**config.mk**
```make
export PLATFORM = sky130hd
export DESIGN_NAME = dest_addr_filter
export DESIGN_NICKNAME = d
export VERILOG_FILES = /design/src/rtl/dest_addr_filter.sv
export SDC_FILE = /design/constraint.sdc
export NUM_CORES = 1
export LEC_CHECK = 0
export BUFFER_PORTS_ARGS = -buffer_cell sky130_fd_sc_hd__buf_2
export CAP_MARGIN = 0
export CORE_MARGIN = 1
export CORE_UTILIZATION = 62
export CTS_CLUSTER_DIAMETER = 40
export DETAILED_ROUTE_END_ITERATION = 6
export GPL_TIMING_DRIVEN = 1
export PLACE_DENSITY_LB_ADDON = 0.25
export SYNTH_ARGS = -nofsm -noshare
export SYNTH_HDL_FRONTEND = slang
export SYNTH_SLANG_ARGS = --single-unit
```
**constraint.sdc**
```tcl
create_clock -name clk -period 2.25 [get_ports clk]
set_input_delay 0.1125 -clock clk [delete_from_list [all_inputs] [get_ports clk]]
set_output_delay 0.1125 -clock clk [all_outputs]
set_load 0.05 [all_outputs]
```
**src/rtl/dest_addr_filter.sv**
```systemverilog
module dest_addr_filter #(
  parameter int AW          = 8,
  parameter int NSLOT       = 4,
  parameter int HWORDS      = 4,
  parameter int CTRL_OFS    = 'h00,
  parameter int HASH_OFS    = 'h60,
  parameter int SLOT_OFS    = 'h68,
  parameter int SLOT_STRIDE = 8,
  parameter int ALLM_BIT    = 5,
  parameter int PROM_BIT    = 8
) (
  input  logic                          clk,
  input  logic                          rst_n,
  input  logic                          cfg_we,
  input  logic [AW-1:0]                 cfg_addr,
  input  logic [15:0]                   cfg_wdata,
  input  logic                          da_valid,
  input  logic [47:0]                   da,
  output logic                          res_valid,
  output logic                          res_accept,
  output logic [$clog2(NSLOT)+3:0]      res_status
);
  localparam int IDXW  = $clog2(NSLOT);
  localparam int SW    = IDXW + 4;
  localparam int HBITS = $clog2(HWORDS * 16);

  logic        allm_q, prom_q;
  logic [47:0] slot_q [NSLOT];
  logic [15:0] hash_q [HWORDS];

  always_ff @(posedge clk or negedge rst_n) begin
    if (!rst_n) begin
      allm_q <= 1'b0;
      prom_q <= 1'b0;
      for (int i = 0; i < NSLOT; i++) slot_q[i] <= '1;
      for (int j = 0; j < HWORDS; j++) hash_q[j] <= '0;
    end else if (cfg_we) begin
      if (cfg_addr == AW'(CTRL_OFS)) begin
        allm_q <= cfg_wdata[ALLM_BIT];
        prom_q <= cfg_wdata[PROM_BIT];
      end
      for (int j = 0; j < HWORDS; j++)
        if (cfg_addr == AW'(HASH_OFS + 2 * j)) hash_q[j] <= cfg_wdata;
      for (int i = 0; i < NSLOT; i++)
        for (int w = 0; w < 3; w++)
          if (cfg_addr == AW'(SLOT_OFS + i * SLOT_STRIDE + 2 * w))
            slot_q[i][16*w +: 16] <= cfg_wdata;
    end
  end

  function automatic logic [HBITS-1:0] hash_of(input logic [47:0] a);
    logic [31:0] c;
    c = '1;
    for (int i = 0; i < 48; i++)
      c = (c >> 1) ^ ((c[0] ^ a[i]) ? 32'hEDB88320 : 32'h0);
    return c[31 -: HBITS];
  endfunction

  logic [HBITS-1:0] h;
  logic [15:0]      hword;
  logic             hbit;
  assign h     = hash_of(da);
  assign hword = hash_q[h[HBITS-1:4]];
  assign hbit  = hword[4'd15 - h[3:0]];

  logic is_bc, is_mc;
  assign is_bc = &da;
  assign is_mc = da[0] & ~is_bc;

  logic [NSLOT-1:0] hit;
  for (genvar g = 0; g < NSLOT; g++) begin : g_cmp
    assign hit[g] = (slot_q[g] == da) && !(&slot_q[g]);
  end

  logic            ex, hh, acc;
  logic [IDXW-1:0] idx;
  logic [SW-1:0]   st;

  always_comb begin
    ex  = 1'b0;
    idx = '0;
    if (is_mc) begin
      for (int i = NSLOT - 1; i >= 1; i--)
        if (hit[i]) begin
          ex  = 1'b1;
          idx = IDXW'(i);
        end
    end else if (!is_bc && hit[0]) begin
      ex = 1'b1;
    end
    hh  = is_mc & ~ex & hbit;
    acc = prom_q | is_bc | ex | hh | (is_mc & allm_q);
    st  = is_bc ? SW'(1) << (SW - 1) : {1'b0, is_mc, hh, ex, idx};
  end

  always_ff @(posedge clk or negedge rst_n) begin
    if (!rst_n) begin
      res_valid  <= 1'b0;
      res_accept <= 1'b0;
      res_status <= '0;
    end else begin
      res_valid  <= da_valid;
      res_accept <= da_valid & acc;
      res_status <= da_valid ? st : '0;
    end
  end
endmodule

```
==> metrics.csv, run 1 <==
stage;metric;value;unit
worst_setup_path;worstSetupPathType;in -> reg;
synthesis;synth_edf_count;0;
clock_network;htree_levels;2;
timing;slew_headroom;50.1;%
synthesis;yosysTopAreaCell;dfstp_2;
route;drt_iter0_drc;1207;
synthesis;yosys.area_share.adder;0.236;%
worst_setup_path;critical_path_arrival;4290;ps
worst_setup_path;crit_buf_inv;3;
finish;fin_cells;1801;
floorplanning;start_util;63.3;%
route;wire_per_inst;29.3;um
global_routing;antenna_found_initial;1;
timing;hold_slack;30.2;ps
synthesis;avgSynthCellArea;13.2;um2
worst_setup_path;slowest_delay;510;ps
synthesis;synth_xor_area_share;25.1;%
synthesis;synthTopCellsByArea;dfstp_2 32%, mux2_2 18%, xnor2_1 14%, dfrtp_1 12%, xnor3_1 5.7%;
worst_setup_path;path_cells;buf_4 -> buf_6 -> xnor3_1 -> xnor3_2 -> xor2_2 -> xnor3_1 -> xnor3_2 -> xor2_4 -> xor2_4 -> buf_12 -> mux4_2 -> mux4_2 -> a2bb2oi_2 -> a21oi_2 -> o41ai_1;
placed_design;gp_congestion;0.993;
worst_setup_path;crit_required;2650;ps
power;seqPwrFrac;13.8;%
timing;finalClockSkew;21.2;ps
synthesis;ys_top_cells_by_count;258 x mux2_2, 249 x xnor2_1, 192 x dfstp_2, 109 x nand4_1, 74 x dfrtp_1;
synthesis;synth_fp_nets;1287;
synthesis;synth_top_family_by_area;XOR/XNOR gates;
power;p_leak;8.46;nW
synthesis;ys.flop_type;dfstp_2;
floorplanning;die_h;162;um
worst_setup_path;cp_max_fo;5;
route;num_vias;11600;
synthesis;netlist_instances;1208;
worst_setup_path;end_kind;flip-flop;
route;postRouteAntennaNets;0;
synthesis;yosys.area_share.simple;7.26;%
global_routing;grt_start_max_net_pins;79;
route;wl;52800;um
floorplanning;die_w;162;um
placed_design;port_buffers;83;
timing;worstMarginPinSlew;747;ps
timing;setup_viol;2;
floorplanning;ioPinCount;84;
global_routing;grt_pass1_wl;76700;um
clock_network;path_clk_slew;60;ps
power;ir_drop;6.20;mV
power;intPower;24.1;mW
finish;antenna_cells;0;
flow_run;cap_violations;0;
power;clkPwrFrac;15.4;%
timing;hold_viol_final;0;
finish;area_delta_synth_final;23.7;%
worst_setup_path;slowest_stage;xnor3_2;
synthesis;synth_mux_area_share;21.2;%
clock_network;cts-buffers-inserted;38;
status;violations;negative setup slack;
worst_setup_path;worst_setup_path_start_kind;input pin;
power;power.total;39.0;mW
timing;final.min_clock_period;3890;ps
synthesis;synth_compound_area_share;0.487;%
power;pwr_density_cell;1980;mW/mm2
timing;max_freq;257;MHz
finish;nNetsFinal;1523;
synthesis;synth_warnings;0;
global_routing;grt_usage;40.7;%
clock_network;insertion_delay;520;ps
route;vias_per_cell;6.45;
timing;finalCritPeriodShare;173;%
timing;drv_slew;0;
clock_network;clk_path_buf_depth;3;
clock_network;clock-sinks;266;
synthesis;synth_top_area_share;31.7;%
timing;worst_slack;-1640;ps
floorplanning;die_area;0.0263;mm2
synthesis;post-synth-top-count-cell;mux2_2;
synthesis;ys_seq_area_share;43.3;%
synthesis;synthDistinctLibCells;50;
power;p_sw_share;38.2;%
timing;rsz0062_at_grt;true;
power;p_sw;14.9;mW
placed_design;dp_hpwl;35600;um
synthesis;synth-seq-cells;266;
floorplanning;fp-row-count;58;
global_routing;gr-total-overflow;0;
floorplanning;coreArea;0.0252;mm2
placed_design;dp.cells;1701;
synthesis;synth_area;0.0159;mm2
finish;fill_cells;1473;
finish;drive_above_1_share;59.2;%
worst_setup_path;cp_top_family;XOR/XNOR gates;
finish;post-route-util;78.3;%
synthesis;synthArstFlopShare;100;%
clock_network;tritoncts;yes;
power;p_comb_share;70.8;%
clock_network;root_buffer;clkbuf_16;
global_routing;grt_pass1_vias;12100;
worst_hold_path;hold_class;in -> reg;
route;drc;0;
timing;finalSetupTns;-3260;ps
status;status;finished, violations left;
route;first_pass_iters;6;
-- per-layer routing --
metal	vias up	global-route usage, %	share of wire [%]
met3	223	9.88	10
met5	-	0	0.017
met2	696	62.6	46
met1	5891	52.0	38
li1	4804	-	-
met4	2	24.9	6.5
-- worst paths after layout --
path | depth (start not counted) | slack (ps) | start | end
min | 4 | 30 | cfg_addr[6] | prom_q$_DFFE_PN0P_
max | 15 | -1640 | da[0] | res_accept$_DFF_PN0_
max in group asynchronous | 3 | 1250 | rst_n | slot_q[103]$_DFFE_PN1P_
min reg2reg | 1 | 500 | hash_q[27]$_DFFE_PN0P_ | hash_q[27]$_DFFE_PN0P_
max reg2reg | 10 | 0 | slot_q[55]$_DFFE_PN1P_ | res_accept$_DFF_PN0_
min in group asynchronous | 2 | 510 | rst_n | slot_q[157]$_DFFE_PN1P_
-- power groups by stage --
stage / registers [mW] / clock network (mW) / logic [mW]
6_report: 5.39 / 6.02 / 27.6
5_1_grt: 5.41 / 6.27 / 28.2
4_1_cts: 5.38 / 6.06 / 26.6
3_5_place_dp: 5.45 / 0 / 23.3
3_3_place_gp: 5.44 / 0 / 23.1
2_1_floorplan: 5.41 / 0 / 15.3
-- cell families after synthesis --
logic type / Yosys count
XOR/XNOR: 360
multiplexers: 287
flip-flops: 266
AND/OR/NAND/NOR: 193
buffers and inverters: 88
AO/OA/AOI/OAI: 11
adder cells (fa/ha/maj): 3
-- registers in the layout, indices dropped and copies added (netlist names) --
name / count
allm_q: 1
hash_q: 64
prom_q: 1
res_accept: 1
res_status: 6
res_valid: 1
slot_q: 192
-- per-stage QoR --
stage / cell area, um2 / setup slack, ps
finish: 19700 / -1640
global route: 19700 / -1680
CTS: 19500 / -1520
detailed placement: 17800 / -2220
global placement: 17800 / -2200
floorplan: 16100 / -1950
-- cells in the final DEF (no fill, tap or decap), types with 13 or more instances in the layout --
| cell | Yosys | layout |
|---|---|---|
| mux2_2 | 258 | 258 |
| xnor2_1 | 249 | 233 |
| dfstp_2 | 192 | 192 |
| buf_4 | 6 | 183 |
| nand4_1 | 109 | 109 |
| buf_2 | 13 | 79 |
| dfrtp_1 | 74 | 74 |
| xor2_1 | 48 | 39 |
| clkbuf_16 | 0 | 39 |
| xnor3_1 | 40 | 33 |
| nor4_1 | 33 | 31 |
| nand2_1 | 22 | 22 |
| xnor2_2 | 5 | 15 |
| mux2i_1 | 15 | 15 |
| mux4_2 | 11 | 13 |
-- worst register-to-register path: stages (launching register included) --
cell     delay, ps
dfstp_2        580
xnor2_1        150
nand4_1        160
nor4_1         360
nand4_1        190
buf_4          220
nand4_1         90
nand3_1        120
nand3_1        140
nand2_1         70
o41ai_1         60
-- final cells by class --
type | instances | area (um2) | area share, %
clock buffers | 44 | 1040 | 5.30
inverters | 1 | 3.75 | 0.0190
well taps | 330 | 413 | 2.10
flip-flops and latches | 266 | 6900 | 35.0
multi-input cells | 854 | 9000 | 45.7
clock inverters | 23 | 259 | 1.31
repair buffers | 283 | 2090 | 10.6
-- repair_timing --
action,4_1_cts,5_1_grt
endpoints found under the hold margin,79,0
resized for setup,37,18
hold buffers,2,0
buffers inserted,18,13
setup endpoints to repair,2,3
pin swaps,21,13
(Power assumes the default switching activity.)
==> inputs of run 2 (changes only) <==
RECOVER_POWER = 50   (was default)
==> run 2 against run 1 <==
- the flow finishes with violations (max-capacitance violations, max-slew violations, negative setup slack)
- global-route usage is the same
- clock skew rose by 1.3 ps
- sequential cell count stayed put
- first-iteration DRC count decreased by 3.1%
- critical path depth did not move
- total power decreased by 0.12%
- clock power hardly changed
- final cell count is the same
- non-clock buffer count unchanged
- critical endpoint unchanged
==> metrics.csv, run 2 (synthesized netlist as in run 1, its figures left out) <==
stage;metric;value;unit;change
global_routing;grt_usage;40.7;%;unchanged
clock_network;clk_path_buf_depth;3;;unchanged
global_routing;grt_pass1_wl;76700;um;unchanged
worst_setup_path;critical_path_arrival;4290;ps;about the same
worst_hold_path;hp-start;cfg_addr[5];;was cfg_addr[6]
finish;layout_commonest_cell;mux2_2;;unchanged
finish;final_cell_mix;258 x mux2_2, 233 x xnor2_1, 192 x dfstp_2;;unchanged
route;wl;52800;um;about the same
status;violations;max-capacitance violations, max-slew violations, negative setup slack;;was negative setup slack
power;pwr_density_cell;1980;mW/mm2;about the same
floorplanning;die_area;0.0263;mm2;unchanged
worst_setup_path;end_kind;flip-flop;;unchanged
finish;area_delta_synth_final;23.3;%;was 23.7%
status;status;finished, violations left;;unchanged
worst_setup_path;timing.rr.end;res_accept$_DFF_PN0_;;unchanged
flow_run;cap_violations;1;;was 0
floorplanning;fp-row-count;58;;unchanged
timing;worst_slack;-1640;ps;about the same
route;wire_per_inst;29.3;um;about the same
floorplanning;start_util;63.3;%;unchanged
worst_hold_path;hold_end;prom_q$_DFFE_PN0P_;;unchanged
route;drc;0;;unchanged
finish;max_flop_register;slot_q;;unchanged
finish;drive_above_1_share;58.9;%;was 59.2%
clock_network;root_buffer;clkbuf_16;;unchanged
finish;largest_reg_flops;192;;unchanged
floorplanning;die_w;162;um;unchanged
global_routing;grt_start_max_net_pins;79;;unchanged
route;postRouteAntennaNets;0;;unchanged
clock_network;htree_levels;2;;unchanged
global_routing;grt_pass1_vias;12100;;unchanged
timing;finalSetupTns;-3260;ps;about the same
finish;top_regs;slot_q x192, hash_q x64, res_status x6;;unchanged
route;vias_per_cell;6.46;;was 6.45
timing;setup_viol;2;;unchanged
global_routing;gr-total-overflow;0;;unchanged
worst_setup_path;crit_required;2650;ps;about the same
timing;max_freq;257;MHz;about the same
worst_setup_path;rrSetupSlack;30;ps;was 0 ps
placed_design;dp_hpwl;35600;um;unchanged
timing;rsz0062_at_grt;true;;unchanged
clock_network;tritoncts;yes;;unchanged
clock_network;cts-buffers-inserted;38;;unchanged
timing;hold_slack;43.3;ps;was 30.2 ps
timing;final.min_clock_period;3890;ps;about the same
placed_design;port_buffers;83;;unchanged
worst_setup_path;rr_startpoint;slot_q[55]$_DFFE_PN1P_;;unchanged
timing;worstMarginPinSlew;1970;ps;was 747 ps
global_routing;antenna_found_initial;1;;unchanged
worst_setup_path;worst_setup_path_start_kind;input pin;;unchanged
worst_hold_path;hold-path-cell-count;4;;unchanged
timing;finalClockSkew;22.4;ps;was 21.2 ps
route;first_pass_iters;5;;was 6
worst_setup_path;reg2reg_depth;10;;unchanged
worst_setup_path;cp_max_fo;5;;unchanged
timing;slew_headroom;-31.1;%;was 50.1%
worst_hold_path;hold_class;in -> reg;;unchanged
floorplanning;ioPinCount;84;;unchanged
finish;antenna_cells;0;;unchanged
finish;post-route-util;78.0;%;was 78.3%
route;drt_iter0_drc;1170;;was 1207
clock_network;clock-sinks;266;;unchanged
placed_design;gp_congestion;0.993;;unchanged
route;num_vias;11600;;about the same
floorplanning;coreArea;0.0252;mm2;unchanged
worst_setup_path;worstSetupPathType;in -> reg;;unchanged
finish;nNetsFinal;1523;;unchanged
timing;drv_slew;79;;was 0
clock_network;insertion_delay;520;ps;about the same
timing;hold_viol_final;0;;unchanged
clock_network;path_clk_slew;60;ps;about the same
power;ir_drop;6.20;mV;about the same
power;p_leak;8.43;nW;was 8.46 nW
timing;finalCritPeriodShare;173;%;about the same
floorplanning;die_h;162;um;unchanged
-- run 2: changes by cell type in the layout (fill, tap and decap cells not counted), sizes merged --
cell and change:
clkbuf +6, buf -6
-- run 2: layer usage --
| layer | up-vias | GRT usage, % | wire length (um) |
|---|---|---|---|
| li1 | 4799 | - | - |
| met1 | 5904 | 52.0 | 19800 |
| met4 | 2 | 24.9 | 3530 |
| met5 | - | 0 | 9 |
| met3 | 232 | 9.88 | 5230 |
| met2 | 697 | 62.6 | 24300 |
-- run 2: where the power goes --
part | leakage [nW] | switching (mW) | internal, mW
logic | 4.80 | 12.3 | 15.3
registers | 3.00 | 0.222 | 5.17
clock network | 0.627 | 2.38 | 3.65
total | 8.43 | 14.9 | 24.1
-- run 2: worst max-delay path by stage --
stage	from	cells after the start	end	slack, ps
floorplan	da[5]	13	res_accept$_DFF_PN0_	-1950
global placement	da[6]	14	res_accept$_DFF_PN0_	-2200
detailed placement	da[4]	15	res_accept$_DFF_PN0_	-2220
CTS	da[3]	15	res_accept$_DFF_PN0_	-1520
global route	da[13]	16	res_status[3]$_DFF_PN0_	-1680
finish	da[0]	15	res_accept$_DFF_PN0_	-1640
-- run 2: timing repair --
item / 4_1_cts / 5_1_grt
hold buffers: 2 / 0
pin swaps: 21 / 13
gates resized for setup: 37 / 18
cloned: 0 / 0
setup endpoints to repair: 2 / 3
endpoints found under the hold margin: 79 / 0
buffers inserted: 18 / 13
-- run 2: cell type report --
class / instances / area, um2
multi-input cells: 854 / 9000
well taps: 330 / 413
repair buffers: 283 / 2030
clock inverters: 23 / 259
clock buffers: 44 / 1040
inverters: 1 / 3.75
flip-flops and latches: 266 / 6900
fillers: 1478 / 5530
-- run 2: worst max-delay path, stage by stage --
cell and delay, ps:
buf_4 110, buf_6 120, xnor3_1 430, xnor3_2 420, xor2_2 190, xnor3_1 400, xnor3_2 510, xor2_4 270
xor2_4 180, buf_12 140, mux4_2 490, mux4_2 500, a2bb2oi_2 160, a21oi_2 160, o41ai_1 80
-- run 2: through the flow --
stage	setup WS [ps]	std cells	total power, mW	cell area (um2)
global route	-1680	1801	39.8	19700
global placement	-2200	1701	28.5	17800
CTS	-1520	1788	38.1	19500
detailed placement	-2220	1701	28.7	17800
finish	-1640	1801	39.0	19700
floorplan	-1950	1208	20.7	16100
